==> src/rtl/tdm_timing_pkg.sv <==
package tdm_timing_pkg;

    typedef enum logic [1:0] {
        BUS_NARROW = 2'd0,
        BUS_DOUBLE = 2'd1,
        BUS_QUAD   = 2'd2,
        BUS_SPARE  = 2'd3
    } bus_mode_e;

    typedef struct packed {
        logic fall;
        logic rise;
    } fp_edges_t;

    typedef struct packed {
        logic frame_start;
        logic fo_n;
        logic c4;
    } loc_out_t;

    localparam int RUN_W = 3;

    function automatic logic [RUN_W-1:0] exp_low_cycles(bus_mode_e m);
        case (m)
            BUS_DOUBLE: return 3'd2;
            BUS_QUAD:   return 3'd4;
            default:    return 3'd1;
        endcase
    endfunction

endpackage

==> src/rtl/tdm_fp_sampler.sv <==
module tdm_fp_sampler
    import tdm_timing_pkg::*;
(
    input  logic      clk,
    input  logic      rst,
    input  logic      fp_n_i,
    input  bus_mode_e mode_i,
    output fp_edges_t edges_o,
    output logic      width_err_o
);

    logic             fp_s;
    logic             fp_d;
    logic [RUN_W-1:0] low_run;

    always_comb begin
        edges_o.fall = fp_d & ~fp_s;
        edges_o.rise = ~fp_d & fp_s;
    end

    always_ff @(posedge clk) begin
        if (rst) begin
            fp_s        <= 1'b1;
            fp_d        <= 1'b1;
            low_run     <= '0;
            width_err_o <= 1'b0;
        end else begin
            fp_s <= fp_n_i;
            fp_d <= fp_s;
            if (!fp_s)
                low_run <= (low_run == '1) ? low_run : low_run + 1'b1;
            else
                low_run <= '0;
            if (edges_o.rise)
                width_err_o <= (low_run != exp_low_cycles(mode_i));
        end
    end


    werr_hold_chk: assert property (@(posedge clk) disable iff (rst)
        !edges_o.rise |=> $stable(width_err_o));


    run_seen_chk: assert property (@(posedge clk) disable iff (rst)
        edges_o.rise |-> (low_run != '0));

endmodule

==> src/rtl/tdm_frame_counter.sv <==
module tdm_frame_counter #(
    parameter int FRAME = 2048,
    parameter int CW    = 11
) (
    input  logic          clk,
    input  logic          rst,
    input  logic          fall_i,
    output logic [CW-1:0] cnt_o,
    output logic [CW-1:0] nxt_o,
    output logic          slip_o
);

    localparam logic [CW-1:0] LAST      = CW'(FRAME - 1);
    localparam logic [CW-1:0] RESET_POS = CW'(FRAME / 2);

    always_comb begin
        if (fall_i || cnt_o == LAST)
            nxt_o = '0;
        else
            nxt_o = cnt_o + 1'b1;
    end

    always_ff @(posedge clk) begin
        if (rst) begin
            cnt_o  <= RESET_POS;
            slip_o <= 1'b0;
        end else begin
            cnt_o <= nxt_o;
            if (fall_i)
                slip_o <= (cnt_o != LAST);
        end
    end


    resync_chk: assert property (@(posedge clk) disable iff (rst)
        fall_i |=> (cnt_o == '0));


    wrap_chk: assert property (@(posedge clk) disable iff (rst)
        (!fall_i && cnt_o == LAST) |=> (cnt_o == '0));


    slip_hold_chk: assert property (@(posedge clk) disable iff (rst)
        !fall_i |=> $stable(slip_o));

endmodule

==> src/rtl/tdm_local_out.sv <==
module tdm_local_out
    import tdm_timing_pkg::*;
#(
    parameter int FRAME = 2048,
    parameter int CW    = 11
) (
    input  logic          clk,
    input  logic          rst,
    input  logic [CW-1:0] nxt_i,
    output loc_out_t      out_o
);

    localparam logic [CW-1:0] RESET_POS = CW'(FRAME / 2);

    function automatic loc_out_t decode(logic [CW-1:0] p);
        loc_out_t r;
        r.frame_start = (p == '0);
        r.fo_n        = !((p >= CW'(FRAME - 2)) || (p <= CW'(1)));
        r.c4          = ~p[1];
        return r;
    endfunction

    always_ff @(posedge clk) begin
        if (rst)
            out_o <= decode(RESET_POS);
        else
            out_o <= decode(nxt_i);
    end


    start_single_chk: assert property (@(posedge clk) disable iff (rst)
        out_o.frame_start |=> !out_o.frame_start);


    start_in_pulse_chk: assert property (@(posedge clk) disable iff (rst)
        out_o.frame_start |-> !out_o.fo_n);


    c4_high_two_chk: assert property (@(posedge clk) disable iff (rst)
        $rose(out_o.c4) |=> out_o.c4);

endmodule

==> src/rtl/tdm_frame_timer.sv <==
module tdm_frame_timer
    import tdm_timing_pkg::*;
#(
    parameter int CYC_PER_BIT  = 8,
    parameter int BITS_PER_CH  = 8,
    parameter int CH_PER_FRAME = 32,
    localparam int DW    = $clog2(CYC_PER_BIT),
    localparam int BW    = $clog2(BITS_PER_CH),
    localparam int CHW   = $clog2(CH_PER_FRAME),
    localparam int CW    = DW + BW + CHW,
    localparam int FRAME = CYC_PER_BIT * BITS_PER_CH * CH_PER_FRAME
) (
    input  logic           clk,
    input  logic           rst,
    input  logic           fp_n_i,
    input  logic [1:0]     mode_i,
    output logic           c4_o,
    output logic           fo_n_o,
    output logic           frame_start_o,
    output logic [BW-1:0]  bit_o,
    output logic [CHW-1:0] chan_o,
    output logic           slip_o,
    output logic           width_err_o
);

    fp_edges_t     edges;
    logic [CW-1:0] cnt;
    logic [CW-1:0] nxt;
    loc_out_t      loc;

    tdm_fp_sampler u_sampler (
        .clk         (clk),
        .rst         (rst),
        .fp_n_i      (fp_n_i),
        .mode_i      (bus_mode_e'(mode_i)),
        .edges_o     (edges),
        .width_err_o (width_err_o)
    );

    tdm_frame_counter #(.FRAME(FRAME), .CW(CW)) u_counter (
        .clk    (clk),
        .rst    (rst),
        .fall_i (edges.fall),
        .cnt_o  (cnt),
        .nxt_o  (nxt),
        .slip_o (slip_o)
    );

    tdm_local_out #(.FRAME(FRAME), .CW(CW)) u_out (
        .clk   (clk),
        .rst   (rst),
        .nxt_i (nxt),
        .out_o (loc)
    );

    assign c4_o          = loc.c4;
    assign fo_n_o        = loc.fo_n;
    assign frame_start_o = loc.frame_start;
    assign bit_o         = cnt[DW +: BW];
    assign chan_o        = cnt[DW + BW +: CHW];

endmodule

==> config.mk <==
export PLATFORM = sky130hd
export DESIGN_NAME = tdm_frame_timer
export DESIGN_NICKNAME = d
export VERILOG_FILES = /design/src/rtl/tdm_timing_pkg.sv /design/src/rtl/tdm_fp_sampler.sv /design/src/rtl/tdm_frame_counter.sv /design/src/rtl/tdm_local_out.sv /design/src/rtl/tdm_frame_timer.sv
export SDC_FILE = /design/constraint.sdc
export NUM_CORES = 1
export LEC_CHECK = 0
export ABC_CLOCK_PERIOD_IN_PS = 4300
export BUFFER_PORTS_ARGS = -buffer_cell sky130_fd_sc_hd__clkbuf_2
export CAP_MARGIN = 20
export CELL_PAD_IN_SITES_DETAIL_PLACEMENT = 0
export CELL_PAD_IN_SITES_GLOBAL_PLACEMENT = 1
export CORE_ASPECT_RATIO = 0.75
export CORE_MARGIN = 2
export CORE_UTILIZATION = 44
export DETAILED_ROUTE_END_ITERATION = 10
export GPL_TIMING_DRIVEN = 0
export HOLD_SLACK_MARGIN = 0.08
export PLACE_DENSITY = 0.86
export SYNTH_ARGS = -nofsm -noshare
export SYNTH_HDL_FRONTEND = slang
export SYNTH_HIERARCHICAL = 1
export SYNTH_SLANG_ARGS = --single-unit
==> constraint.sdc <==
create_clock -name clk -period 4.3 [get_ports clk]
set_clock_uncertainty 0.15 [all_clocks]
set_input_delay 0.645 -clock clk [delete_from_list [all_inputs] [get_ports clk]]
set_output_delay 0.645 -clock clk [all_outputs]
set_load 0.05 [all_outputs]
==> reports/results.txt, run 1 <==
Synth Area in Compound Gates: 16.5%
power share of the combinational group: 14.6%
cts bufs inserted: 3
io pins: 18
post-synthesis xor/xnor area fraction: 5.79%
Worst path slowest cell: o41a_1
Final Non-Filler Cells: 172
multiplexer share of the synthesized area: 1.89%
worst slack, placed: 2000 ps
Max IR drop VDD: 0.000208 V
Seq/Total Area, Yosys: 39.7%
synthesis-to-layout area growth: 14.7%
Synth area leaders: dfxtp_1 40%, nor2_1 6.4%, ha_1 5.9%
Worst Setup Start Kind: flop
fin crit period: 2330 ps
Peak Freq: 428 MHz
Hold-fix buffers, CTS: 0
Setup crit end: u_out/out_o[1]
H-Tree Level Count: 1
Reg area: 420 um^2
Post-Syn Instances: 117
port bufs: 17
CP startpoint: u_counter/cnt_o[0]
Avg Vias per Cell: 5.51
reg2reg path depth: 6
Required @ worst endpoint: 4350 ps
share of the clock period used by the worst path: 54.3%
Synth area leader: dfxtp_1
P_sw: 102 uW
CTS clock-pin slew for the worst setup and hold paths: 120 ps
CTS Root Cell: clkbuf_4
pin slew with the least headroom to its limit: 511 ps
final worst slack: 1970 ps
HPWL Detailed: 1.73 mm
syn avg cell area: 9.05 um^2
sequential share of power: 58.2%
largest family of logic cells by synthesized area: simple AND/OR/NAND/NOR gates
R2R setup slack: 1970 ps
number of enable flip-flop cells after synthesis: 0
synthesized flop and latch total: 21
Die W: 60.6 um
Final Util: 53.0%
share of layout cells above drive strength 1: 21.7%
worst rel slew slack: 65.8%
die area: 2820 um^2
DIE HEIGHT: 46.5 um
Clock Latency Late Sink: 310 ps
vias: 947
CTS sink count: 21
first-pass GRT wire length: 3.64 mm
Post-Synth Simple-Gate Area: 26.6%
ANT nets after route: 0
leakage power: 0.516 nW
post_cts resized: 0
switch share: 28.8%
Synth Cell Area: 1060 um^2
initial cell density of the core: 46.2%
initial antenna violation count: 0
# DRC: 0
Initial DRC Count: 84
FILL cells: 224
setup bufs post-CTS: 0
Antenna diodes: 0
Synth Net Count: 127
Multi-input gate area: 601 um^2
Ys Warns: 6
CTS max path bufs: 2
Synth cell types: 36
RSZ-0062 raised after global routing: false
DR pass1 iterations: 4
share of flip-flops with an asynchronous set or reset: 0%
Post-Route Setup TNS: 0 ps
crit-path max FO: 8
CP max stage delay: 420 ps
WL final: 2.25 mm
Critical Path, Cell by Cell: ha_1 > and4_2 > a41o_1 > a21oi_1 > nand4_1 > o41a_1
vias in the first global route: 832
Final GP Congestion: 0.757
Core Rows: 15
# setup viols final: 0
clock network fraction of design power: 27.3%
Core Area: 2290 um^2
Final Max Tran Viols: 0
wire length per cell: 13.1 um
Post-Synth Adder-Cell Area: 5.91%
CTS tree: yes
Setup crit end kind: flop
total track usage: 17.7%
status: finished, final reports clean
PD cells: 293 nW/um^2
Internal Pwr Total: 253 uW
dpl cells: 168
Final Hold Fails: 0
largest net degree at the start of global routing: 13
hold crit path type: flop to flop
Worst EP arrival: 2390 ps
post-layout net count: 149
max cap viols: 0
R2R Path Start: u_counter/cnt_o[0]
Worst Path Class, Setup: flop to flop
worst r2r dst: u_out/out_o[1]
ys flop type: dfxtp_1
Synth top area share: 39.7%
Congestion Overflow GR: 0
[Yosys cell counts, types with 2 or more instances]
cell type / count
mux2i_1: 2
nand4_2: 2
a211oi_1: 2
nor3_1: 3
o21ai_0: 4
nand2_1: 4
or3_1: 5
xnor2_1: 2
nor2_1: 18
dfxtp_1: 21
xor2_1: 5
nand4_1: 3
or2_2: 2
a311oi_1: 2
nor4_1: 2
a21oi_1: 7
ha_1: 5
nand3_1: 4
inv_1: 7
[stage by stage]
stage               power (mW)  area (um^2)  hold slack, ps
finish                   0.356         1210             354
global route             0.371         1210             356
CTS                      0.360         1210             354
floorplan                0.250         1060             301
global placement         0.261         1190             326
detailed placement       0.263         1190             340
[area by class of cell]
| class | instances | area share (%) |
|---|---|---|
| plain buffers | 2 | 0.928 |
| repair buffers | 17 | 7.01 |
| clock inverters | 1 | 0.412 |
| flip-flops and latches | 21 | 34.6 |
| well taps | 34 | 3.51 |
| clock buffers | 3 | 1.86 |
| multi-input cells | 87 | 49.5 |
| inverters | 7 | 2.16 |
[power groups by stage]
stage | sequential [mW] | clock, mW | combinational [mW]
final | 0.207 | 0.0969 | 0.0519
after global routing | 0.208 | 0.107 | 0.0568
after CTS | 0.207 | 0.101 | 0.0517
after detailed placement | 0.211 | 0 | 0.0515
after global placement | 0.211 | 0 | 0.0504
after floorplan | 0.224 | 0 | 0.0260
[cell usage in the layout (no fill, tap or decap), types with 2 or more instances in the layout]
cell type,instances
dfxtp_1,21
nor2_1,18
xor2_1,5
xnor2_1,2
nand4_2,2
nand2_1,4
mux2i_1,2
clkbuf_2,17
inv_1,7
nor3_1,3
a311oi_1,2
or3_1,5
nand3_1,4
a21oi_1,7
o21ai_0,4
nor4_1,2
ha_1,5
nand4_1,3
a211oi_1,2
or2_2,2
clkbuf_4,3
[layer usage]
layer,track usage [%],up-vias,part of all wire (%),routed length (um)
met3,5.34,8,5.3,118
met2,27.3,31,44,996
met5,0,-,0,0
met1,24.4,443,49,1090
li1,-,465,-,-
met4,4.35,0,1.8,40
[worst max-delay path: cells and delay by family, from the launching register on]
family	cells	cell delay (ps)
AOI/OAI and AO/OA	3	1020
and+or+nand+nor	2	400
DFF	1	370
adders and majority gates	1	300
[worst min-delay path by stage]
| stage | startpoint | end | slack, ps | depth (start not counted) |
|---|---|---|---|---|
| finish | u_counter/slip_o | u_counter/slip_o | 350 | 2 |
| CTS | fp_n_i | u_sampler/fp_s | 350 | 2 |
| floorplan | u_counter/cnt_o[0] | u_counter/cnt_o[0] | 300 | 1 |
| global placement | u_counter/cnt_o[0] | u_counter/cnt_o[0] | 330 | 1 |
| detailed placement | u_counter/cnt_o[0] | u_counter/cnt_o[0] | 340 | 1 |
| global route | fp_n_i | u_sampler/fp_s | 360 | 2 |
[state kept, by name (all words and copies together) (netlist names)]
| signal | cells |
|---|---|
| u_sampler/fp_d | 1 |
| u_counter/cnt_o | 11 |
| u_sampler/fp_s | 1 |
| u_counter/slip_o | 1 |
| u_sampler/low_run | 3 |
| u_out/out_o | 3 |
| u_sampler/width_err_o | 1 |
[logic make-up after synthesis]
family                   Yosys count
XOR/XNOR                           7
adder cells (fa/ha/maj)            5
AND/OR/NAND/NOR                   50
buffers and inverters              9
flip-flops                        21
multiplexers                       2
AO/OA/AOI/OAI                     23
Power figures use the tool's default switching activity.
==> run 2, diff against run 1 <==
- ABC_CLOCK_PERIOD_IN_PS: 4300 -> 2200
- CORE_UTILIZATION: 44 -> 40
- PLACE_DENSITY: 0.86 -> 0.8
- clock period: 4.3 -> 2.2 ns (I/O delays scaled with it)
==> reports/results.txt, run 2 (synthesized netlist as in run 1, its figures left out) <==
share of layout cells above drive strength 1: 26.6%
share of the clock period used by the worst path: 96.3%
Required @ worst endpoint: 2250 ps
DIE HEIGHT: 48.6 um
pin slew with the least headroom to its limit: 523 ps
Core Rows: 16
Final Non-Filler Cells: 175
Die W: 63.4 um
Clock Latency Late Sink: 300 ps
initial antenna violation count: 0
H-Tree Level Count: 1
io pins: 18
R2R Path Start: u_counter/cnt_o[0]
cts bufs inserted: 3
first-pass GRT wire length: 3.84 mm
Peak Freq: 472 MHz
HPWL Detailed: 1.71 mm
# DRC: 0
commonest non-fill, non-tap cells in the layout: 18 x nor2_1, 18 x dfxtp_1, 17 x clkbuf_2, 7 x inv_1
CTS max path bufs: 2
leakage power: 0.518 nW
vias in the first global route: 890
Antenna diodes: 0
Final Hold Fails: 0
total track usage: 15.7%
Worst EP arrival: 2170 ps
max reg flops: 11
fin crit period: 2120 ps
Critical Path, Cell by Cell: ha_4 > and4_2 > a311oi_1 > a21o_1 > nand4_1 > o41a_1
# setup viols final: 0
CP max stage delay: 430 ps
status: finished, final reports clean
Congestion Overflow GR: 0
Worst Path Class, Setup: flop to flop
worst r2r dst: u_out/out_o[1]
DR pass1 iterations: 4
post-layout net count: 150
max cap viols: 0
Max IR drop VDD: 0.000304 V
crit-path max FO: 5
dpl cells: 170
synthesis-to-layout area growth: 19.1%
setup bufs post-CTS: 0
largest net degree at the start of global routing: 13
Initial DRC Count: 29
Final GP Congestion: 0.784
wire length per cell: 12.6 um
vias: 933
RSZ-0062 raised after global routing: false
initial cell density of the core: 41.3%
Worst path slowest cell: o41a_1
die area: 3080 um^2
Reg with most FFs: u_counter/cnt_o
CTS sink count: 21
port bufs: 17
ANT nets after route: 0
Final Max Tran Viols: 0
Setup crit end: u_out/out_o[1]
Worst Setup Start Kind: flop
PD cells: 550 nW/um^2
hold crit path type: primary input to flop
CP startpoint: u_counter/cnt_o[0]
reg2reg path depth: 6
R2R setup slack: 80 ps
CTS Root Cell: clkbuf_4
Top Registers: u_counter/cnt_o (11), u_out/out_o (3), u_sampler/low_run (3)
CTS tree: yes
Avg Vias per Cell: 5.33
worst rel slew slack: 65.0%
Setup crit end kind: flop
WL final: 2.21 mm
Post-Route Setup TNS: 0 ps
CTS clock-pin slew for the worst setup and hold paths: 110 ps
Core Area: 2560 um^2
-- run 2: changes by cell type in the layout (fill, tap and decap cells not counted), sizes merged --
| cell | before | now |
|---|---|---|
| dlygate4sd3 | 0 | 1 |
-- run 2: report_power, final --
part	switching, mW	internal (mW)
clock	0.115	0.0678
sequential	0.0117	0.395
combinational	0.0678	0.0366
-- run 2: how the worst min path moves through the flow --
stage,start,to,slack [ps],cells after the start
after CTS,rst,u_sampler/width_err_o,140,2
after global routing,rst,u_counter/slip_o,150,2
after floorplan,rst,u_counter/slip_o,250,1
final,rst,u_sampler/width_err_o,150,2
after global placement,u_counter/cnt_o[0],u_counter/cnt_o[0],330,1
after detailed placement,u_counter/cnt_o[0],u_counter/cnt_o[0],340,1
-- run 2: per-stage QoR --
step / instance area, um^2 / util (%) / power (mW) / setup slack (ps) / hold WS (ps)
5_1_grt: 1260 / 49.2 / 0.739 / 7.28 / 155
3_3_place_gp: 1190 / 46.4 / 0.511 / -95.5 / 325
6_report: 1260 / 49.2 / 0.694 / 81.5 / 149
3_5_place_dp: 1190 / 46.4 / 0.514 / -96.0 / 338
4_1_cts: 1240 / 48.4 / 0.704 / 34.8 / 141
2_1_floorplan: 1060 / - / 0.488 / 17.7 / 252
-- run 2: repair_timing --
item                       4_1_cts  5_1_grt
setup endpoints to repair        1        2
resized for setup                5        3
hold buffers                     1        0
hold endpoints to repair         1        0
gates cloned                     0        0
-- run 2: per-layer routing --
layer,wire length (um),GRT usage [%],vias up
li1,-,-,467
met1,1120,21.1,446
met2,985,24.7,18
met3,86,4.65,2
met4,15,3.62,0
met5,0,0,-
-- run 2: final cells by class --
type / count / area, um^2
repair buffers: 18 / 95.1
well taps: 36 / 45.0
plain buffers: 2 / 11.3
fillers: 271 / 1300
clock buffers: 3 / 22.5
inverters: 7 / 26.3
flip-flops and latches: 21 / 424
clock inverters: 1 / 5.00
multi-input cells: 87 / 632
-- run 2: worst max-delay path, delay by kind of cell (launching register included) --
family	cells	cell delay [ps]
AOI/OAI and AO/OA	3	950
DFF	1	370
adders and majority gates	1	190
and+or+nand+nor	2	360
==> run 3, diff against run 2 <==
- CORE_ASPECT_RATIO: 0.75 -> 1.2
==> reports/results.txt, run 3 (synthesized netlist as in run 1, its figures left out) <==
synthesis-to-layout area growth: 18.8%
Peak Freq: 476 MHz
Reg with most FFs: u_counter/cnt_o
Final Non-Filler Cells: 172
WL final: 2.16 mm
power share of the combinational group: 14.8%
DIE HEIGHT: 60.4 um
first-pass GRT wire length: 3.74 mm
status: finished, final reports clean
Core Area: 2530 um^2
cts bufs inserted: 3
crit-path max FO: 8
hold crit path type: primary input to flop
Worst Path Class, Setup: flop to flop
post-layout net count: 150
io pins: 18
CTS max path bufs: 2
Reg area: 427 um^2
Final Hold Fails: 0
port bufs: 17
fin crit period: 2100 ps
clock network fraction of design power: 26.5%
Final Util: 49.8%
Avg Vias per Cell: 5.49
Multi-input gate area: 629 um^2
vias: 944
Initial DRC Count: 14
Clock Latency Late Sink: 300 ps
Final GP Congestion: 0.765
Finished Cell Area: 1260 um^2
Setup crit end kind: flop
RSZ-0062 raised after global routing: false
Congestion Overflow GR: 0
CTS tree: yes
die area: 3080 um^2
vias in the first global route: 866
share of layout cells above drive strength 1: 27.3%
initial cell density of the core: 41.9%
commonest non-fill, non-tap cells in the layout: 18 x nor2_1, 18 x dfxtp_1, 17 x clkbuf_2, 7 x inv_1
sequential share of power: 58.7%
pin slew with the least headroom to its limit: 518 ps
hold slack: 142 ps
# DRC: 0
Antenna diodes: 0
ANT nets after route: 0
dpl cells: 167
Required @ worst endpoint: 2250 ps
P_sw: 194 uW
CTS sink count: 21
PD cells: 550 nW/um^2
max reg flops: 11
Worst EP arrival: 2150 ps
FILL cells: 257
Internal Pwr Total: 498 uW
share of the clock period used by the worst path: 95.6%
# setup viols final: 0
H-Tree Level Count: 1
largest net degree at the start of global routing: 13
total track usage: 16.1%
Worst Setup Start Kind: flop
switch share: 28.0%
Final Max Tran Viols: 0
DP Area: 1190 um^2
leakage power: 0.519 nW
Die W: 51.0 um
HPWL Detailed: 1.66 mm
worst rel slew slack: 65.4%
Post-Route Setup TNS: 0 ps
initial antenna violation count: 0
DR pass1 iterations: 4
Core Rows: 20
Max IR drop VDD: 0.000360 V
R2R setup slack: 100 ps
wire length per cell: 12.6 um
max cap viols: 0
CTS Root Cell: clkbuf_4
CTS clock-pin slew for the worst setup and hold paths: 120 ps
Top Registers: u_counter/cnt_o (11), u_out/out_o (3), u_sampler/low_run (3)
-- run 3: cell types whose count changed in the layout (fill, tap and decap cells not counted) --
cell | before | now
a41o_4 | 1 | 0
o32ai_1 | 1 | 0
dfxtp_2 | 3 | 2
dfxtp_4 | 0 | 1
a41o_2 | 0 | 1
o32ai_2 | 0 | 1
-- run 3: critical path, cell delays in order (launching register included) --
cell and delay (ps):
dfxtp_4 380, ha_4 180, and4_2 230, a41o_2 340, a21oi_2 170, nand4_1 110
o41a_1 430
-- run 3: final timing paths --
check	start	end	depth (start not counted)
worst min register to register	u_counter/cnt_o[0]	u_counter/cnt_o[0]	1
worst max-delay path	u_counter/cnt_o[0]	u_out/out_o[1]	6
worst max register to register	u_counter/cnt_o[0]	u_out/out_o[1]	6
worst min-delay path	rst	u_sampler/width_err_o	2
-- run 3: layout make-up --
type,instances,area share (%)
inverter,7,2.09
timing repair buffer,18,7.56
buffer,2,0.896
multi-input combinational,87,50.0
tap,33,3.28
clock inverter,1,0.398
clock buffer,3,1.79
sequential,21,33.9
-- run 3: per-stage QoR --
stage               setup slack [ps]  power [mW]
CTS                             8.53       0.699
global placement               -92.3       0.511
finish                          97.4       0.692
global route                    4.11       0.736
floorplan                       17.7       0.488
detailed placement              -105       0.512
-- run 3: power groups by stage --
stage | clock network (mW) | logic, mW | registers [mW]
global route | 0.215 | 0.112 | 0.408
detailed placement | 0 | 0.0990 | 0.413
CTS | 0.192 | 0.102 | 0.405
global placement | 0 | 0.0986 | 0.413
floorplan | 0 | 0.0508 | 0.438
finish | 0.183 | 0.102 | 0.406
-- run 3: metal layers --
| layer | GRT usage [%] | wire (um) | vias to the layer above |
|---|---|---|---|
| met5 | 0 | 0 | - |
| met4 | 9.27 | 38 | 0 |
| met3 | 2.22 | 43 | 4 |
| met2 | 27.8 | 1100 | 8 |
| met1 | 19.3 | 977 | 465 |
| li1 | - | - | 467 |
-- run 3: timing repair --
item / in CTS / in global routing
setup endpoints to repair: 1 / 2
gates resized for setup: 4 / 5
hold buffers: 1 / 0
endpoints found under the hold margin: 1 / 0
setup buffers: 0 / 0
